`config.mk`:
```
export PLATFORM = sky130hd
export DESIGN_NAME = i2c_byte_mem
export DESIGN_NICKNAME = d
export VERILOG_FILES = /design/src/rtl/i2cm_pkg.sv /design/src/rtl/i2cm_sync.sv /design/src/rtl/i2cm_store.sv /design/src/rtl/i2cm_fsm.sv /design/src/rtl/i2c_byte_mem.sv
export SDC_FILE = /design/constraint.sdc
export NUM_CORES = 2
export LEC_CHECK = 0
export ABC_AREA = 0
export BUFFER_PORTS_ARGS = -buffer_cell sky130_fd_sc_hd__buf_2
export CAP_MARGIN = 10
export CORE_MARGIN = 3
export CORE_UTILIZATION = 50
export DETAILED_ROUTE_END_ITERATION = 8
export PLACE_DENSITY = 0.7
export SLEW_MARGIN = 20
export SYNTH_ARGS = -nofsm -noshare
export SYNTH_HDL_FRONTEND = slang
export SYNTH_HIERARCHICAL = 1
export SYNTH_SLANG_ARGS = --single-unit
```
`constraint.sdc`:
```
create_clock -name clk -period 5.9 [get_ports clk]
set_input_delay 0.295 -clock clk [delete_from_list [all_inputs] [get_ports clk]]
set_output_delay 0.295 -clock clk [all_outputs]
set_load 0.02 [all_outputs]
```
`src/rtl/i2cm_pkg.sv`:
```
// Shared types for the I2C byte-memory target.
// Assumes: a single protocol engine uses these states.
package i2cm_pkg;
    typedef enum logic [3:0] {
        S_IDLE,     // waiting for a START
        S_DEV,      // shifting in the device address byte
        S_ACK_DEV,  // acknowledging the device address
        S_WADDR,    // shifting in the word address
        S_ACK_WA,   // acknowledging the word address
        S_WDATA,    // shifting in a data byte
        S_ACK_WD,   // acknowledging a data byte
        S_TX,       // sending a read byte
        S_RACK,     // sampling the host acknowledge
        S_WAIT      // released, waiting for START or STOP
    } bus_st_e;
endpackage

```
`src/rtl/i2cm_sync.sv`:
```
// Two-flop synchroniser bank with a one-cycle history register per line.
// Assumes: inputs idle high (bus lines); reset loads the idle level.
module i2cm_sync #(
    parameter int LINES = 2
) (
    input  logic             clk,
    input  logic             rst_n,
    input  logic [LINES-1:0] raw_i,
    output logic [LINES-1:0] lvl_o,
    output logic [LINES-1:0] prv_o
);
    logic [LINES-1:0] meta_q;

    for (genvar g = 0; g < LINES; g++) begin : g_line
        // Purpose: resynchronise one line and keep its previous sample.
        always_ff @(posedge clk) begin
            if (!rst_n) begin
                meta_q[g] <= 1'b1;
                lvl_o[g]  <= 1'b1;
                prv_o[g]  <= 1'b1;
            end else begin
                meta_q[g] <= raw_i[g];
                lvl_o[g]  <= meta_q[g];
                prv_o[g]  <= lvl_o[g];
            end
        end
    end
endmodule

```
`src/rtl/i2cm_store.sv`:
```
// Memory array, page buffer and timed write-cycle counter.
// Assumes: commit and buffer clear never coincide; the read port is combinational.
module i2cm_store #(
    parameter int DEPTH       = 256,
    parameter int PAGE        = 16,
    parameter int WCYC_CYCLES = 250000,
    localparam int AW = $clog2(DEPTH),
    localparam int PW = $clog2(PAGE),
    localparam int HW = AW - PW,
    localparam int TW = $clog2(WCYC_CYCLES + 1)
) (
    input  logic          clk,
    input  logic          rst_n,
    input  logic          buf_wr_i,
    input  logic [PW-1:0] buf_idx_i,
    input  logic [7:0]    buf_dat_i,
    input  logic          buf_clr_i,
    input  logic          commit_i,
    input  logic [HW-1:0] commit_page_i,
    input  logic [AW-1:0] rd_addr_i,
    output logic [7:0]    rd_data_o,
    output logic          busy_o,
    output logic          buf_any_o
);
    logic [7:0]      mem_q [DEPTH];
    logic [7:0]      pbuf_q [PAGE];
    logic [PAGE-1:0] vld_q;
    logic [TW-1:0]   wcnt_q;

    assign rd_data_o = mem_q[rd_addr_i];
    assign busy_o    = (wcnt_q != '0);
    assign buf_any_o = |vld_q;

    // Purpose: hold the page buffer contents and their valid flags.
    always_ff @(posedge clk) begin
        if (!rst_n) begin
            vld_q <= '0;
            for (int i = 0; i < PAGE; i++) pbuf_q[i] <= '0;
        end else if (commit_i || buf_clr_i) begin
            vld_q <= '0;
        end else if (buf_wr_i) begin
            pbuf_q[buf_idx_i] <= buf_dat_i;
            vld_q[buf_idx_i]  <= 1'b1;
        end
    end

    // Purpose: copy every valid buffered byte into its page on commit.
    always_ff @(posedge clk) begin
        if (!rst_n) begin
            for (int i = 0; i < DEPTH; i++) mem_q[i] <= '0;
        end else if (commit_i) begin
            for (int i = 0; i < PAGE; i++) begin
                if (vld_q[i]) mem_q[{commit_page_i, PW'(i)}] <= pbuf_q[i];
            end
        end
    end

    // Purpose: time the internal write cycle; runs regardless of hold.
    always_ff @(posedge clk) begin
        if (!rst_n)               wcnt_q <= '0;
        else if (commit_i)        wcnt_q <= TW'(WCYC_CYCLES);
        else if (wcnt_q != '0)    wcnt_q <= wcnt_q - 1'b1;
    end

    // a new commit never lands inside a running write cycle
    assert_commit_idle_R5: assert property (@(posedge clk) disable iff (!rst_n)
        commit_i |-> !busy_o);
endmodule

```
`src/rtl/i2cm_fsm.sv`:
```
// Bus protocol engine: condition detection, address match, byte shifting,
// acknowledge generation and pointer handling.
// Assumes: synchronised SCL/SDA levels with one-cycle history; clock >= 16x bus.
module i2cm_fsm
    import i2cm_pkg::*;
#(
    parameter logic [6:0] DEV_ADDR = 7'b1010000,
    parameter int DEPTH = 256,
    parameter int PAGE  = 16,
    localparam int AW = $clog2(DEPTH),
    localparam int PW = $clog2(PAGE),
    localparam int HW = AW - PW
) (
    input  logic          clk,
    input  logic          rst_n,
    input  logic          scl_s_i,
    input  logic          scl_p_i,
    input  logic          sda_s_i,
    input  logic          sda_p_i,
    input  logic          wp_i,
    input  logic          hold_i,
    input  logic          busy_i,
    input  logic          buf_any_i,
    input  logic [7:0]    rd_data_i,
    output logic          buf_wr_o,
    output logic [PW-1:0] buf_idx_o,
    output logic [7:0]    buf_dat_o,
    output logic          buf_clr_o,
    output logic          commit_o,
    output logic [HW-1:0] commit_page_o,
    output logic [AW-1:0] rd_addr_o,
    output logic          sda_oe_o
);
    localparam logic [3:0]    BYTE_DONE = 4'd8;
    localparam logic [PW-1:0] ONE_P     = PW'(1);
    localparam logic [AW-1:0] ONE_A     = AW'(1);

    bus_st_e       st_q;
    logic [3:0]    cnt_q;
    logic [7:0]    sh_q;
    logic [AW-1:0] ptr_q;
    logic          oe_q;
    logic          mack_q;

    logic scl_rise, scl_fall, start_det, stop_det, byte_in, rx_state;

    assign scl_rise  = scl_s_i & ~scl_p_i;
    assign scl_fall  = ~scl_s_i & scl_p_i;
    assign start_det = scl_s_i & scl_p_i & sda_p_i & ~sda_s_i;
    assign stop_det  = scl_s_i & scl_p_i & ~sda_p_i & sda_s_i;
    assign rx_state  = (st_q == S_DEV) || (st_q == S_WADDR) || (st_q == S_WDATA);
    assign byte_in   = scl_fall && (cnt_q == BYTE_DONE);

    assign buf_wr_o      = !hold_i && !stop_det && !start_det && (st_q == S_WDATA)
                           && byte_in && !wp_i;
    assign buf_idx_o     = ptr_q[PW-1:0];
    assign buf_dat_o     = sh_q;
    assign buf_clr_o     = hold_i || start_det;
    assign commit_o      = !hold_i && stop_det && buf_any_i;
    assign commit_page_o = ptr_q[AW-1:PW];
    assign rd_addr_o     = ptr_q;
    assign sda_oe_o      = oe_q;

    // Purpose: advance the protocol state, shift bits and drive acknowledges.
    always_ff @(posedge clk) begin
        if (!rst_n) begin
            st_q   <= S_IDLE;
            cnt_q  <= '0;
            sh_q   <= '0;
            ptr_q  <= '0;
            oe_q   <= 1'b0;
            mack_q <= 1'b0;
        end else if (hold_i) begin
            st_q  <= S_IDLE;
            cnt_q <= '0;
            oe_q  <= 1'b0;
        end else if (stop_det) begin
            st_q <= S_IDLE;
            oe_q <= 1'b0;
        end else if (start_det) begin
            st_q  <= S_DEV;
            cnt_q <= '0;
            oe_q  <= 1'b0;
        end else if (rx_state && scl_rise && cnt_q != BYTE_DONE) begin
            sh_q  <= {sh_q[6:0], sda_s_i};
            cnt_q <= cnt_q + 1'b1;
        end else begin
            case (st_q)
                S_DEV: if (byte_in) begin
                    if (sh_q[7:1] == DEV_ADDR && !busy_i) begin
                        oe_q <= 1'b1;
                        st_q <= S_ACK_DEV;
                    end else begin
                        st_q <= S_IDLE;
                    end
                end
                S_ACK_DEV: if (scl_fall) begin
                    cnt_q <= '0;
                    if (sh_q[0]) begin
                        sh_q <= rd_data_i;
                        oe_q <= ~rd_data_i[7];
                        st_q <= S_TX;
                    end else begin
                        oe_q <= 1'b0;
                        st_q <= S_WADDR;
                    end
                end
                S_WADDR: if (byte_in) begin
                    ptr_q <= sh_q;
                    oe_q  <= 1'b1;
                    st_q  <= S_ACK_WA;
                end
                S_ACK_WA, S_ACK_WD: if (scl_fall) begin
                    oe_q  <= 1'b0;
                    cnt_q <= '0;
                    st_q  <= S_WDATA;
                end
                S_WDATA: if (byte_in) begin
                    if (wp_i) begin
                        st_q <= S_WAIT;
                    end else begin
                        ptr_q[PW-1:0] <= ptr_q[PW-1:0] + ONE_P;
                        oe_q <= 1'b1;
                        st_q <= S_ACK_WD;
                    end
                end
                S_TX: if (scl_fall) begin
                    if (cnt_q == 4'd7) begin
                        oe_q  <= 1'b0;
                        ptr_q <= ptr_q + ONE_A;
                        st_q  <= S_RACK;
                    end else begin
                        sh_q  <= {sh_q[6:0], 1'b0};
                        oe_q  <= ~sh_q[6];
                        cnt_q <= cnt_q + 1'b1;
                    end
                end
                S_RACK: begin
                    if (scl_rise) mack_q <= ~sda_s_i;
                    if (scl_fall) begin
                        cnt_q <= '0;
                        if (mack_q) begin
                            sh_q <= rd_data_i;
                            oe_q <= ~rd_data_i[7];
                            st_q <= S_TX;
                        end else begin
                            st_q <= S_WAIT;
                        end
                    end
                end
                default: ;
            endcase
        end
    end

    // the address acknowledge is only entered when no write cycle runs
    assert_no_ack_busy_R5: assert property (@(posedge clk) disable iff (!rst_n)
        (st_q == S_ACK_DEV && $past(st_q) != S_ACK_DEV) |-> !$past(busy_i));

    // hold releases the data line on the next cycle
    assert_hold_release_R10: assert property (@(posedge clk) disable iff (!rst_n)
        hold_i |=> !sda_oe_o);

    // the page base stays fixed while data bytes stream in
    assert_page_fixed_R4: assert property (@(posedge clk) disable iff (!rst_n)
        ((st_q == S_WDATA || st_q == S_ACK_WD) &&
         ($past(st_q) == S_WDATA || $past(st_q) == S_ACK_WD))
        |-> $stable(ptr_q[AW-1:PW]));
endmodule

```
`src/rtl/i2c_byte_mem.sv`:
```
// Top: I2C target with a 256-byte word-addressed memory and page writes.
// Assumes: clk runs at least 16x the bus bit rate; sda_oe_o drives an open-drain pad.
module i2c_byte_mem #(
    parameter logic [6:0] DEV_ADDR    = 7'b1010000,
    parameter int         DEPTH       = 256,
    parameter int         PAGE        = 16,
    parameter int         WCYC_CYCLES = 250000,
    localparam int AW = $clog2(DEPTH),
    localparam int PW = $clog2(PAGE),
    localparam int HW = AW - PW
) (
    input  logic clk,
    input  logic rst_n,
    input  logic scl_i,
    input  logic sda_i,
    output logic sda_oe_o,
    input  logic wp_i,
    input  logic hold_i
);
    logic [1:0]    lvl, prv;
    logic          buf_wr, buf_clr, commit, busy, buf_any;
    logic [PW-1:0] buf_idx;
    logic [7:0]    buf_dat, rd_data;
    logic [HW-1:0] commit_page;
    logic [AW-1:0] rd_addr;

    i2cm_sync #(.LINES(2)) u_sync (
        .clk(clk), .rst_n(rst_n), .raw_i({scl_i, sda_i}),
        .lvl_o(lvl), .prv_o(prv)
    );

    i2cm_fsm #(.DEV_ADDR(DEV_ADDR), .DEPTH(DEPTH), .PAGE(PAGE)) u_fsm (
        .clk(clk), .rst_n(rst_n),
        .scl_s_i(lvl[1]), .scl_p_i(prv[1]), .sda_s_i(lvl[0]), .sda_p_i(prv[0]),
        .wp_i(wp_i), .hold_i(hold_i), .busy_i(busy), .buf_any_i(buf_any),
        .rd_data_i(rd_data), .buf_wr_o(buf_wr), .buf_idx_o(buf_idx),
        .buf_dat_o(buf_dat), .buf_clr_o(buf_clr), .commit_o(commit),
        .commit_page_o(commit_page), .rd_addr_o(rd_addr), .sda_oe_o(sda_oe_o)
    );

    i2cm_store #(.DEPTH(DEPTH), .PAGE(PAGE), .WCYC_CYCLES(WCYC_CYCLES)) u_store (
        .clk(clk), .rst_n(rst_n), .buf_wr_i(buf_wr), .buf_idx_i(buf_idx),
        .buf_dat_i(buf_dat), .buf_clr_i(buf_clr), .commit_i(commit),
        .commit_page_i(commit_page), .rd_addr_i(rd_addr), .rd_data_o(rd_data),
        .busy_o(busy), .buf_any_o(buf_any)
    );

    // the data drive only moves while the synchronised clock is low
    assert_oe_scl_low_R2: assert property (@(posedge clk) disable iff (!rst_n)
        (lvl[1] && prv[1] && !hold_i && !$past(hold_i)) |-> $stable(sda_oe_o));
endmodule

```
* Yosys cells after proc, flatten, opt, wreduce, memory -nomap -nowiden
Memory sizes are Yosys's and may differ from the RTL's. Cells that the tools add are included.
Operators by class: equality and inequality tests 41, muxes and demuxes 173, bitwise operators 19, reductions and logical operators 63, add/subtract/negate cells 4, magnitude comparators 2
Operators by type and width (count):
- 8-bit 2-to-1 mux | 43
- 8-bit OR reduction | 17
- 1-bit 2-to-1 mux | 101
- 4-bit 2-to-1 mux | 18
- 10-bit AND reduction | 4
- 3-bit by 1-bit inequality test with 1-bit output (second input constant) | 13
- 18-bit 2-to-1 mux | 2
- 4-bit one-hot mux with 7 select lines | 1
- 8-bit one-hot mux with 3 select lines | 1
- 4-bit by 3-bit equality test with 1-bit output (second input constant) | 5
- 2-bit by 1-bit inequality test with 1-bit output (second input constant) | 10
- 18-bit nonzero test | 1
- 18-bit by 1-bit subtractor with 18-bit output (second input constant) | 1
- 16-bit bitwise OR | 1
- 4-bit one-hot mux with 2 select lines | 2
- 16-bit OR reduction | 1
- 1-bit logical AND | 12
- 4-bit one-hot mux with 3 select lines | 1
- 12-bit AND reduction | 1
- 1-bit NOT | 11
- 9-bit AND reduction | 1
- 4-bit by 1-bit adder with 4-bit output (second input constant) | 2
- 8-bit by 1-bit adder with 8-bit output (second input constant) | 1
- 4-bit by 2-bit equality test with 1-bit output (second input constant) | 2
- other kinds (28) | 50
Storage, ports and cells: input port bits 6, memories kept 2, logic and storage cells 322, memory bits (writable) 2176, register bits after elaboration 66
Memory list:
- u_store.mem_q | depth 256, bits a word 8, rd ports 1, clocked after memory_dff 0, wr ports 256, RTL line i2cm_store.sv:25 | logic [7:0] mem_q [DEPTH];
- u_store.pbuf_q | depth 16, bits a word 8, rd ports 16, clocked after memory_dff 0, wr ports 16, RTL line i2cm_store.sv:26 | logic [7:0] pbuf_q [PAGE];

* Longest topological paths before layout
word-level depth 15, gate-level depth with buffers 17, mapped depth without buffers 11

* Cells and area by module
The synthesis kept the hierarchy.
Modules (own cells, without submodules):
- i2cm_store | sequential area each 66023.3 µm², times used 1, cells each 6723, area an instance 100266.2 µm²
- i2cm_fsm | sequential area each 520.5 µm², times used 1, cells each 270, area an instance 2260.9 µm²
- i2cm_sync | sequential area each 120.1 µm², times used 1, cells each 12, area an instance 157.7 µm²

* Worst setup path before layout
Ideal clock, no wire load.
path kind register to register, from register u_store.vld_q[15], to memory u_store.mem_q[142][0] (enable), cell stages (with the launch flop) 13, path slack 2.812 ns, setup time 0.384 ns, data arrival time 2.704 ns, clock period less this slack 3.088 ns, cells stage by stage dfxtp_1 nor4_1 nand4_1 nand2_1 nor4_1 clkbuf_1 and2_1 clkbuf_1 buf_2 nand2_1 clkbuf_1 clkbuf_1 o21ai_0
RTL lines:
- start, declared | RTL line i2cm_store.sv:27 | logic [PAGE-1:0] vld_q;
- start signal, assigned | RTL line i2cm_store.sv:37 | vld_q <= '0;
- start signal, assigned | RTL line i2cm_store.sv:40 | vld_q <= '0;
- start signal, assigned by index | RTL line i2cm_store.sv:43 | vld_q[buf_idx_i] <= 1'b1;
- end, declared | RTL line i2cm_store.sv:25

* Worst setup path after layout
from register u_fsm.ptr_q[1] (netlist: u_fsm/rd_addr_o[1]), to register u_fsm.oe_q (netlist: u_fsm/sda_oe_o)
Between the ends: longest elaborated chain between the ends 5
RTL lines:
- start, declared | RTL line i2cm_fsm.sv:41 | logic [AW-1:0] ptr_q;
- start signal, assigned | RTL line i2cm_fsm.sv:109 | ptr_q <= sh_q;
- start signal, assigned by index | RTL line i2cm_fsm.sv:122 | ptr_q[PW-1:0] <= ptr_q[PW-1:0] + ONE_P;
- start signal, assigned | RTL line i2cm_fsm.sv:130 | ptr_q <= ptr_q + ONE_A;
- memory 256 x 8 bit (*)
- named net rd_data[7] | RTL line i2c_byte_mem.sv:23 | logic [7:0] buf_dat, rd_data;
- 1-bit NOT (*) | RTL line i2cm_fsm.sv:101, i2cm_fsm.sv:144
- 1-bit 2-to-1 mux (on tied branches) | RTL line i2cm_fsm.sv:142, i2cm_fsm.sv:99
- 1-bit 2-to-1 mux (on tied branches) | RTL line i2cm_fsm.sv:140, i2cm_fsm.sv:97
- 1-bit one-hot mux with 7 select lines (*) | RTL line i2cm_fsm.sv:88 | case (st_q)
- end signal, assigned | RTL line i2cm_fsm.sv:101 | oe_q <= ~rd_data_i[7];
- end signal, assigned | RTL line i2cm_fsm.sv:134 | oe_q <= ~sh_q[6];
- end signal, assigned | RTL line i2cm_fsm.sv:144 | oe_q <= ~rd_data_i[7];
- end, declared | RTL line i2cm_fsm.sv:42 | logic oe_q;
The timed path passes the listed nets; every way through them passes the cells marked *. The select of a mux whose other input is x is not followed. A chain may end at the register's enable or synchronous reset.

==> results.py <==
metrics = {
    "status": {
        "status": "finished clean",
    },
    "sta": {
        "period_needed_ns": 4.895,
        "rsz0062_at_grt": "false",
        "fin_crit_sh": 0.8297,
        "tightest_slew_ns": 1.326,
        "fmax_mhz": 204.3,
        "setup_viol": 0,
        "setup_tns_ns": 0,
        "drv_slew": 0,
        "hold_viol": 0,
        "clock_skew_ns": 0.03220,
        "timing.slew.headroom": 0.1161,
    },
    "global_routing": {
        "grt_pass1_vias": 61906,
        "grt_overflow": 0,
        "track_usage": 0.3327,
        "grt_pass1_wl_mm": 483.8,
        "grt_max_degree": 154,
        "antenna_found_initial": 68,
    },
    "setup_path": {
        "crit_fanout": 42,
        "crit_type": "reg -> reg",
        "ff2ff_setup_slack_ns": 1.00,
        "timing.rr.start": "u_fsm/rd_addr_o[1]",
        "setup.worst_path.start_class": "register",
        "cp.required_ns": 6.67,
        "worstSetupEndpointType": "register",
        "worstRegToRegCells": 15,
        "r2r_end": "u_fsm/sda_oe_o",
        "crit_arrival_ns": 5.67,
    },
    "clock_tree": {
        "cts.sinks": 2242,
        "cts_setup_buffers": 0,
        "root_buffer": "clkbuf_16",
        "numCtsBuffers": 226,
        "cts_htree_levels": 4,
        "cts_tree": "yes",
        "path_clk_slew_ns": 0.06,
        "insertion_delay_ns": 0.88,
        "clockBufferDepth": 3,
    },
    "synth": {
        "synth.avg_cell_area_um2": 14.66,
        "syn_inst": 7005,
        "yosysSeqAreaShare": 0.6492,
        "yosys_warnings": 6,
        "synth_ff_type": "edfxtp_1",
        "synth_top_area_cell": "edfxtp_1",
        "synthDistinctLibCells": 96,
        "async_reset_ff_frac": 0,
        "ys_ff_latch": 2242,
        "yosysTopAreaCellShare": 0.6363,
        "synth_area_leaders": "edfxtp_1 64%, and2_1 13%, mux4_2 9.5%",
        "syn_area_um2": 102700,
        "synth_edf_count": 2176,
        "synth_nets": 7016,
    },
    "placed_design": {
        "place.port_buffers": 6,
        "dp_hpwl_mm": 231.5,
        "place_congestion": 1.073,
        "place_inst": 9499,
    },
    "min_path": {
        "min_path_cells": 3,
        "hold_class": "in -> reg",
        "hold_end": "u_sync/meta_q[0]",
        "hold_path.startpoint": "sda_i",
    },
    "pwr": {
        "leakage_nw": 37.99,
        "power_density_nw_per_um2": 315.6,
        "ir_drop_mv": 0.2943,
    },
    "detailed_routing": {
        "drt_iter0_drc": 11391,
        "routed_wl_mm": 352.8,
        "firstDrtPassIters": 6,
        "drc_errors": 0,
        "wl_per_cell_um": 35.39,
        "vias": 64728,
        "antenna_left": 0,
        "via_per_inst": 6.492,
    },
    "final_layout": {
        "fillers": 15819,
        "nets": 7072,
        "seqCellArea_um2": 66670,
        "area_growth_pct": 11.01,
        "drive_above_1_share": 0.1589,
        "fin_cells": 9970,
        "multi_input_area_um2": 33570,
    },
    "floorplan": {
        "die_area_um2": 210800,
        "ios": 7,
        "die_h_um": 459.2,
        "coreArea_um2": 203100,
        "rows": 165,
        "die_w_um": 459.2,
        "start_util": 0.5055,
    },
    "flow_run": {
        "cap_violations": 0,
    },
}
metal layers:
layer  track usage  share of wire
met1        0.4383           0.35
met2        0.4825           0.43
met3       0.09657           0.15
met4        0.2192          0.080
met5             0        0.00020
cell type report:
| type | count | area share |
|---|---|---|
| multi-input combinational | 4251 | 0.2945 |
| timing repair buffer | 318 | 0.02328 |
| tap | 2672 | 0.02933 |
| clock buffer | 269 | 0.05196 |
| antenna | 48 | 0.001054 |
| inverter | 22 | 0.0007244 |
| sequential | 2242 | 0.5849 |
| clock inverter | 148 | 0.01419 |
per-stage QoR:
step           cell area, um2  worst slack [ns]  hold slack, ns  power, mW    util
2_1_floorplan          102700             2.812          0.3680      20.28       -
3_3_place_gp           106200             1.102          0.3923      21.45  0.5226
3_5_place_dp           106300             1.287          0.3956      21.51  0.5231
4_1_cts                113900             1.259         0.08421      36.00  0.5604
5_1_grt                113900             1.012          0.1189      36.79  0.5606
6_report               114000             1.005          0.1298      35.97  0.5611
cell families after synthesis:
family,Yosys count,synth area share
DFF,2242,0.6492
muxes,579,0.1095
AOI/OAI and AO/OA,842,0.05209
xor gates and xnor gates,14,0.001194
and+or+nand+nor,2811,0.1626
buffers and inverters,512,0.02482
adders and majority gates,5,0.0006092
cell usage after synthesis (6+ instances only):
cell and count:
a221oi_1 18, nor2_1 336, nor2b_1 11, inv_1 20, nand2b_1 28, nor3_1 28
nand2_1 79, clkbuf_1 326, nand3_1 23, buf_6 34, a21oi_1 134, nand3b_1 8
o221ai_1 36, edfxtp_1 2176, a22oi_1 166, o22ai_1 28, a22o_1 8, a31oi_1 21
mux2i_1 140, o21ai_1 6, buf_1 21, buf_8 10, o21ai_0 312, a21oi_2 7
buf_2 65, nand3_2 7, nand4b_1 6, o21a_1 7, or3_1 6, o2bb2ai_1 11
and2_1 2181, or2_2 16, xor2_1 10, buf_4 30, a211oi_1 22, mux4_2 435
dfxtp_1 66, nor4_1 37, a21o_1 23
cells in the final DEF (no fill, tap or decap), drive strengths merged, types with 8 or more instances in the layout:
master	count
buf	313
xor2	10
edfxtp	2176
nor3	29
clkinv	99
nor4	39
or2	19
mux4	435
a21oi	141
o221ai	36
a22oi	166
mux2i	140
nand2b	28
o22ai	28
dfxtp	66
a22o	8
bufinv	32
a21o	23
nand3	31
diode	48
and2	2182
a221oi	19
nand3b	9
a211oi	22
o2bb2ai	11
o21ai	319
clkinvlp	11
clkbuf	269
nor2	337
nor2b	11
nand2	79
inv	28
a31oi	21
worst max path at each step:
stage,cells past startpoint,end,start
2_1_floorplan,12,u_store/mem_q[142][0],u_store/vld_q[15]
3_3_place_gp,10,u_fsm/buf_dat_o[5],u_fsm/rd_addr_o[0]
3_5_place_dp,14,u_fsm/sda_oe_o,u_fsm/rd_addr_o[0]
4_1_cts,14,u_fsm/sda_oe_o,u_fsm/rd_addr_o[0]
5_1_grt,15,u_fsm/sda_oe_o,u_fsm/rd_addr_o[0]
6_report,15,u_fsm/sda_oe_o,u_fsm/rd_addr_o[1]
sequential cells by signal, indices dropped and copies added, names as in the netlist:
name,flops
u_sync/meta_q,2
u_fsm/buf_dat_o,8
u_store/vld_q,16
u_store/pbuf_q,128
u_store/mem_q,2048
u_sync/prv_o,2
u_fsm/sda_oe_o,1
u_fsm/rd_addr_o,8
u_fsm/cnt_q,4
u_fsm/mack_q,1
u_fsm/st_q,4
u_store/wcnt_q,18
u_sync/lvl_o,2
repair_timing:
action / in CTS / in global routing
hold buffers: 5 / 0
gates resized for setup: 0 / 0
endpoints found under the hold margin: 23 / 0
where the power goes:
| group | leakage (nW) | internal, mW | switching (mW) |
|---|---|---|---|
| Clock | 3.66 | 8.53 | 6.17 |
| Sequential | 21.2 | 18.2 | 0.416 |
| Combinational | 13.1 | 0.891 | 1.72 |
worst max-delay path: stages, from the launching register on:
cell	delay (ns)
dfxtp_4	0.90
nand2_2	0.45
buf_4	0.34
buf_4	0.23
o221ai_1	0.36
a21oi_1	0.11
nor3_1	0.75
buf_4	0.25
nor4_1	0.05
nor3_1	0.32
buf_4	0.24
nand2b_1	0.12
a22oi_1	0.07
o21ai_0	0.28
o2111a_1	0.22
nor3_1	0.05
(Power assumes the default switching activity.)
